## src/rtl/rtccal_pkg.sv

```systemverilog
package rtccal_pkg;
  typedef enum logic [1:0] {
    TRIM_NONE  = 2'd0,
    TRIM_SHORT = 2'd1,
    TRIM_LONG  = 2'd2
  } trim_e;
endpackage

```

## src/rtl/rtccal_prescaler.sv

```systemverilog
module rtccal_prescaler #(
  parameter int PRE_DIV = 256
) (
  input  logic clk_i,
  input  logic rst_ni,
  input  logic osc_en_i,
  input  logic short_i,
  output logic zero_o,
  output logic last_o
);
  localparam int PRE_W = (PRE_DIV > 2) ? $clog2(PRE_DIV) : 1;
  localparam logic [PRE_W-1:0] FULL_LAST = PRE_W'(PRE_DIV - 1);
  localparam logic [PRE_W-1:0] HALF_LAST = PRE_W'(PRE_DIV / 2 - 1);

  logic [PRE_W-1:0] pre_cnt;

  assign zero_o = (pre_cnt == '0);
  assign last_o = (pre_cnt == (short_i ? HALF_LAST : FULL_LAST));

  always_ff @(posedge clk_i or negedge rst_ni) begin
    if (!rst_ni)       pre_cnt <= '0;
    else if (osc_en_i) pre_cnt <= last_o ? '0 : pre_cnt + 1'b1;
  end


  short_lim_chk: assert property (@(posedge clk_i) disable iff (!rst_ni)
    short_i |-> (pre_cnt <= HALF_LAST));
endmodule

```

## src/rtl/rtccal_stage_ctr.sv

```systemverilog
module rtccal_stage_ctr #(
  parameter int STAGES = 128
) (
  input  logic clk_i,
  input  logic rst_ni,
  input  logic step_i,
  input  logic extend_i,
  output logic zero_o,
  output logic final_o,
  output logic sec_end_o
);
  localparam int STG_W = $clog2(STAGES + 1);
  localparam logic [STG_W-1:0] NORM_LAST = STG_W'(STAGES - 1);
  localparam logic [STG_W-1:0] EXT_LAST  = STG_W'(STAGES);

  logic [STG_W-1:0] stg_cnt;

  assign zero_o    = (stg_cnt == '0);
  assign final_o   = (stg_cnt == NORM_LAST);
  assign sec_end_o = step_i && (stg_cnt == (extend_i ? EXT_LAST : NORM_LAST));

  always_ff @(posedge clk_i or negedge rst_ni) begin
    if (!rst_ni)        stg_cnt <= '0;
    else if (sec_end_o) stg_cnt <= '0;
    else if (step_i)    stg_cnt <= stg_cnt + 1'b1;
  end


  stage_range_chk: assert property (@(posedge clk_i) disable iff (!rst_ni)
    (!extend_i) |-> (stg_cnt <= NORM_LAST));
endmodule

```

## src/rtl/rtccal_tracker.sv

```systemverilog
module rtccal_tracker #(
  parameter int SEC_PER_MIN   = 60,
  parameter int MIN_PER_CYCLE = 64,
  localparam int SEC_W = $clog2(SEC_PER_MIN),
  localparam int MIN_W = $clog2(MIN_PER_CYCLE)
) (
  input  logic             clk_i,
  input  logic             rst_ni,
  input  logic             step_i,
  output logic [SEC_W-1:0] sec_idx_o,
  output logic [MIN_W-1:0] min_idx_o,
  output logic             min_end_o
);
  localparam logic [SEC_W-1:0] SEC_LAST = SEC_W'(SEC_PER_MIN - 1);
  localparam logic [MIN_W-1:0] MIN_LAST = MIN_W'(MIN_PER_CYCLE - 1);

  assign min_end_o = step_i && (sec_idx_o == SEC_LAST);

  always_ff @(posedge clk_i or negedge rst_ni) begin
    if (!rst_ni) begin
      sec_idx_o <= '0;
      min_idx_o <= '0;
    end else if (step_i) begin
      sec_idx_o <= min_end_o ? '0 : sec_idx_o + 1'b1;
      if (min_end_o) min_idx_o <= (min_idx_o == MIN_LAST) ? '0 : min_idx_o + 1'b1;
    end
  end


  sec_wrap_chk: assert property (@(posedge clk_i) disable iff (!rst_ni)
    (step_i && sec_idx_o == SEC_LAST) |=> (sec_idx_o == '0));

  min_wrap_chk: assert property (@(posedge clk_i) disable iff (!rst_ni)
    (min_end_o && min_idx_o == MIN_LAST) |=> (min_idx_o == '0));
endmodule

```

## src/rtl/rtccal_trim_ctl.sv

```systemverilog
module rtccal_trim_ctl
  import rtccal_pkg::*;
#(
  parameter int SEC_W       = 6,
  parameter int MIN_W       = 6,
  parameter int MOD_MINUTES = 62
) (
  input  logic             clk_i,
  input  logic             rst_ni,
  input  logic             capture_i,
  input  logic [5:0]       cal_i,
  input  logic [SEC_W-1:0] sec_idx_i,
  input  logic [MIN_W-1:0] min_idx_i,
  output trim_e            trim_o
);
  logic [5:0] cal_q;
  logic       in_window;

  always_ff @(posedge clk_i or negedge rst_ni) begin
    if (!rst_ni)        cal_q <= '0;
    else if (capture_i) cal_q <= cal_i;
  end

  always_comb begin
    in_window = (sec_idx_i == '0) && (cal_q[4:0] != '0)
             && (int'(min_idx_i) < 2 * int'(cal_q[4:0]))
             && (int'(min_idx_i) < MOD_MINUTES);
    if (!in_window)    trim_o = TRIM_NONE;
    else if (cal_q[5]) trim_o = TRIM_SHORT;
    else               trim_o = TRIM_LONG;
  end


  first_sec_chk: assert property (@(posedge clk_i) disable iff (!rst_ni)
    (trim_o != TRIM_NONE) |-> (sec_idx_i == '0));

  zero_mag_chk: assert property (@(posedge clk_i) disable iff (!rst_ni)
    (cal_q[4:0] == '0) |-> (trim_o == TRIM_NONE));

  sample_point_chk: assert property (@(posedge clk_i) disable iff (!rst_ni)
    (!$stable(cal_q)) |-> ($past(capture_i) && $past(sec_idx_i) == '0));
endmodule

```

## src/rtl/rtc_cal_divider.sv

```systemverilog
module rtc_cal_divider
  import rtccal_pkg::*;
#(
  parameter int PRE_DIV       = 256,
  parameter int STAGES        = 128,
  parameter int SEC_PER_MIN   = 60,
  parameter int MIN_PER_CYCLE = 64,
  parameter int MOD_MINUTES   = 62
) (
  input  logic       clk_i,
  input  logic       rst_ni,
  input  logic       osc_en_i,
  input  logic [5:0] cal_i,
  output logic       sec_tick_o,
  output logic       min_tick_o
);
  localparam int SEC_W = $clog2(SEC_PER_MIN);
  localparam int MIN_W = $clog2(MIN_PER_CYCLE);

  logic             pre_zero, pre_last, stg_zero, stg_final;
  logic             sec_end, min_end, short_en;
  logic [SEC_W-1:0] sec_idx;
  logic [MIN_W-1:0] min_idx;
  trim_e            trim;

  assign short_en = (trim == TRIM_SHORT) && stg_final;

  rtccal_prescaler #(.PRE_DIV(PRE_DIV)) u_pre (
    .clk_i, .rst_ni, .osc_en_i,
    .short_i(short_en), .zero_o(pre_zero), .last_o(pre_last)
  );

  rtccal_stage_ctr #(.STAGES(STAGES)) u_stg (
    .clk_i, .rst_ni,
    .step_i(osc_en_i && pre_last), .extend_i(trim == TRIM_LONG),
    .zero_o(stg_zero), .final_o(stg_final), .sec_end_o(sec_end)
  );

  rtccal_tracker #(.SEC_PER_MIN(SEC_PER_MIN), .MIN_PER_CYCLE(MIN_PER_CYCLE)) u_trk (
    .clk_i, .rst_ni, .step_i(sec_end),
    .sec_idx_o(sec_idx), .min_idx_o(min_idx), .min_end_o(min_end)
  );

  // first strobe of second 0 latches the trim for the whole minute
  rtccal_trim_ctl #(.SEC_W(SEC_W), .MIN_W(MIN_W), .MOD_MINUTES(MOD_MINUTES)) u_trim (
    .clk_i, .rst_ni,
    .capture_i(osc_en_i && pre_zero && stg_zero && sec_idx == '0),
    .cal_i, .sec_idx_i(sec_idx), .min_idx_i(min_idx), .trim_o(trim)
  );

  always_ff @(posedge clk_i or negedge rst_ni) begin
    if (!rst_ni) begin
      sec_tick_o <= 1'b0;
      min_tick_o <= 1'b0;
    end else begin
      sec_tick_o <= sec_end;
      min_tick_o <= min_end;
    end
  end


  min_with_sec_chk: assert property (@(posedge clk_i) disable iff (!rst_ni)
    min_tick_o |-> sec_tick_o);

  tick_width_chk: assert property (@(posedge clk_i) disable iff (!rst_ni)
    sec_tick_o |=> !sec_tick_o);
endmodule

```

## config.mk

```make
export PLATFORM = sky130hd
export DESIGN_NAME = rtc_cal_divider
export DESIGN_NICKNAME = d
export VERILOG_FILES = /design/src/rtl/rtccal_pkg.sv /design/src/rtl/rtccal_prescaler.sv /design/src/rtl/rtccal_stage_ctr.sv /design/src/rtl/rtccal_tracker.sv /design/src/rtl/rtccal_trim_ctl.sv /design/src/rtl/rtc_cal_divider.sv
export SDC_FILE = /design/constraint.sdc
export NUM_CORES = 1
export LEC_CHECK = 0
export CORE_MARGIN = 3
export CORE_UTILIZATION = 25
export CTS_CLUSTER_SIZE = 30
export DETAILED_ROUTE_END_ITERATION = 7
export PLACE_DENSITY = 0.51
export REMOVE_ABC_BUFFERS = 1
export SLEW_MARGIN = 15
export SYNTH_ARGS = -nofsm -noshare
export SYNTH_HDL_FRONTEND = slang
export SYNTH_SLANG_ARGS = --single-unit
```

## constraint.sdc

```tcl
create_clock -name clk_i -period 3.1 [get_ports clk_i]
set_clock_uncertainty 0.2 [all_clocks]
set_input_delay 0.62 -clock clk_i [delete_from_list [all_inputs] [get_ports clk_i]]
set_output_delay 0.62 -clock clk_i [all_outputs]
set_load 0.1 [all_outputs]
```

==> reports/qor.yml, run 1 <==
route:
  wl_per_cell_um: 13.27
  via_per_inst: 4.837
  drc: 0
  vias: 1664
  firstDrtPassIters: 5
  ant_nets: 0
  wl_mm: 4.565
  drtIter0Drc: 128
finish:
  layout_common_cells: "dfrtp_1 (36), nand2_1 (28), o21ai_0 (22)"
  diodes: 0
  drive_gt1_frac: 0.1281
  layout_commonest_cell: "dfrtp_1"
  fin_nets: 262
  postLayoutCoreUtil: 0.3092
  synthToLayoutAreaGrowth_pct: 17.20
sta:
  fin_crit_sh: 0.9287
  min_period_ns: 2.879
  final-hold-violation-count: 0
  slew_viol_final: 0
  setup_viol_count_final: 0
  max_freq_mhz: 347.3
  fin_tns_setup_ns: 0
  rsz0062_at_grt: "false"
  max_slew_margin: 0.4508
  worst_pin_slew_ns: 0.8238
run_status:
  status: "finished, final reports clean"
critical_path:
  r2r_start: "u_trk.min_idx_o[5]"
  cp_data_required_time_ns: 3.13
  cp_max_fo: 6
  cp_top_family: "simple AND/OR/NAND/NOR gates"
  end_kind: "flip-flop"
  cpMaxStageDelayCell: "or4_1"
  critical_path_class: "reg -> reg"
  start_kind: "flip-flop"
  path_cells: "ha_1 -> a21oi_2 -> nand3_2 -> a2111oi_4 -> xnor2_1 -> or3_1 -> or4_1 -> nand3_1"
  startpoint: "u_trk.min_idx_o[5]"
  critical_path_arrival_ns: 2.91
  worst-path-buf-inv: 0
  max_stage_delay_ns: 0.48
grt:
  track_usage: 0.1050
  grt_pass1_vias: 1615
  grt_pass1_wl_mm: 8.135
  grt_max_degree: 37
  antenna_found_initial: 0
  globalRouteOverflowTotal: 0
placement:
  place.gp.congestion: 0.7563
  hpwl_mm: 3.328
  port_buffers: 10
logic_synthesis:
  syn_area_per_cell_um2: 9.331
  yosys_warnings: 0
  ys.flop_type: "dfrtp_1"
  synthCells: 223
  synth-seq-cells: 36
  ys_seq_area_frac: 0.4330
  synth.area.top_cells: "dfrtp_1 (43%), ha_1 (6.6%), o21ai_0 (5.3%)"
  synth-edff-count: 0
  synth-async-reset-ratio: 1.000
  synth_cell_types: 41
  yosysTopAreaCell: "dfrtp_1"
  synth_area_mm2: 0.002081
  synth_top_area_share: 0.4330
floorplan:
  die_w_um: 97.23
  io_pins: 11
  num_rows: 32
  fp.dieArea_mm2: 0.009454
  start_util: 0.2638
  die_y_um: 97.23
  fp.coreArea_mm2: 0.007888
clocking:
  cts_setup_buffers: 0
  numCtsBuffers: 5
  clk_pin_slew_ns: 0.07
  clkSinkCount: 36
  cts_tree: "done"
  holdBufCountCts: 0
  cts_root_buf: "clkbuf_8"
  clk_latency_ns: 0.29
  cts_resized: 0
  clockBufferDepth: 2
  cts_htree_levels: 2
pwr:
  p_per_area_mw_per_mm2: 412.7
  p_leak_uw: 0.001046
  peakVddDrop_mv: 0.1596
job:
  drv_cap: 0
min_path:
  hold_class: "in -> async"
-- flip-flops by register name, indices dropped and copies added, names as in the netlist --
| name | flops |
|---|---|
| min_tick_o | 1 |
| u_stg.stg_cnt | 8 |
| u_trk.sec_idx_o | 6 |
| u_trk.min_idx_o | 6 |
| sec_tick_o | 1 |
| u_trim.cal_q | 6 |
| u_pre.pre_cnt | 8 |
-- report_power, final --
| part | internal (µW) | total, µW | switching, µW |
|---|---|---|---|
| Combinational | 43.8 | 91.2 | 47.4 |
| Sequential | 503 | 550 | 46.6 |
| Clock | 198 | 366 | 168 |
| Total | 745 | 1010 | 262 |
-- worst paths after layout --
path                                      endpoint  slack [ns]  depth (start not counted)
worst max-delay path            u_trk.sec_idx_o[5]        0.22                          8
worst min-delay path            u_trk.min_idx_o[1]        0.22                          1
worst max register to register  u_trk.sec_idx_o[5]        0.22                          8
worst min register to register    u_stg.stg_cnt[6]        0.32                          1
max in group asynchronous          u_trim.cal_q[0]        1.96                          1
min in group clk_i                u_stg.stg_cnt[6]        0.32                          1
-- layer usage --
metal / track usage / routed length (µm) / vias up
li1: - / - / 837
met1: 0.1472 / 2362 / 791
met2: 0.1550 / 1930 / 29
met3: 0.03015 / 203 / 7
met4: 0.03514 / 68 / 0
met5: 0 / 0 / -
-- cells in the mapped netlist, types with 3 or more instances --
master     n
mux2_2     4
and3_1     5
nand3_1   11
clkbuf_1   6
a21oi_1    4
o31ai_1    4
dfrtp_1   36
ha_1      11
nand4_1    7
o41ai_1    3
nand2_1   28
nor3_1     5
xor2_1     3
inv_1     16
o21ai_0   22
o211ai_1   3
nor2_1    13
xnor2_1    8
or4_1      4
-- area by class of cell --
type	instances	area (µm²)
Fill cell	803	5449
Multi-Input combinational cell	164	1096
Sequential cell	36	900.9
Timing Repair Buffer	19	157.7
Tap cell	102	127.6
Clock buffer	7	96.34
Inverter	16	60.06
-- logic make-up after synthesis --
kind of cell	share of synthesized area
simple gates	0.2459
compound gates	0.1401
flops	0.4330
buf+inv	0.04209
xor+xnor	0.04631
fa+ha+maj	0.06614
mux	0.02646
-- per-stage QoR --
stage | setup slack (ns) | total power (µW) | hold WS [ns] | std cells | instance area [µm²]
global placement | 0.2722 | 649.0 | 0.2926 | 337 | 2338
floorplan | 0.3259 | 606.0 | 0.1244 | 216 | 2053
CTS | 0.1537 | 1022 | 0.2523 | 344 | 2435
finish | 0.2210 | 1006 | 0.2210 | 344 | 2439
detailed placement | 0.1777 | 652.3 | 0.3009 | 337 | 2338
global route | 0.02698 | 1070 | 0.2913 | 344 | 2439
Note: power is estimated with default switching activity, not from simulation.
==> run 2: changes to the inputs <==
ABC_CLOCK_PERIOD_IN_PS = 3100   (was unset)
CAP_MARGIN = 20   (was unset)
==> results of run 2 <==
Final layout, timing and power as in run 1 (identical DEF).
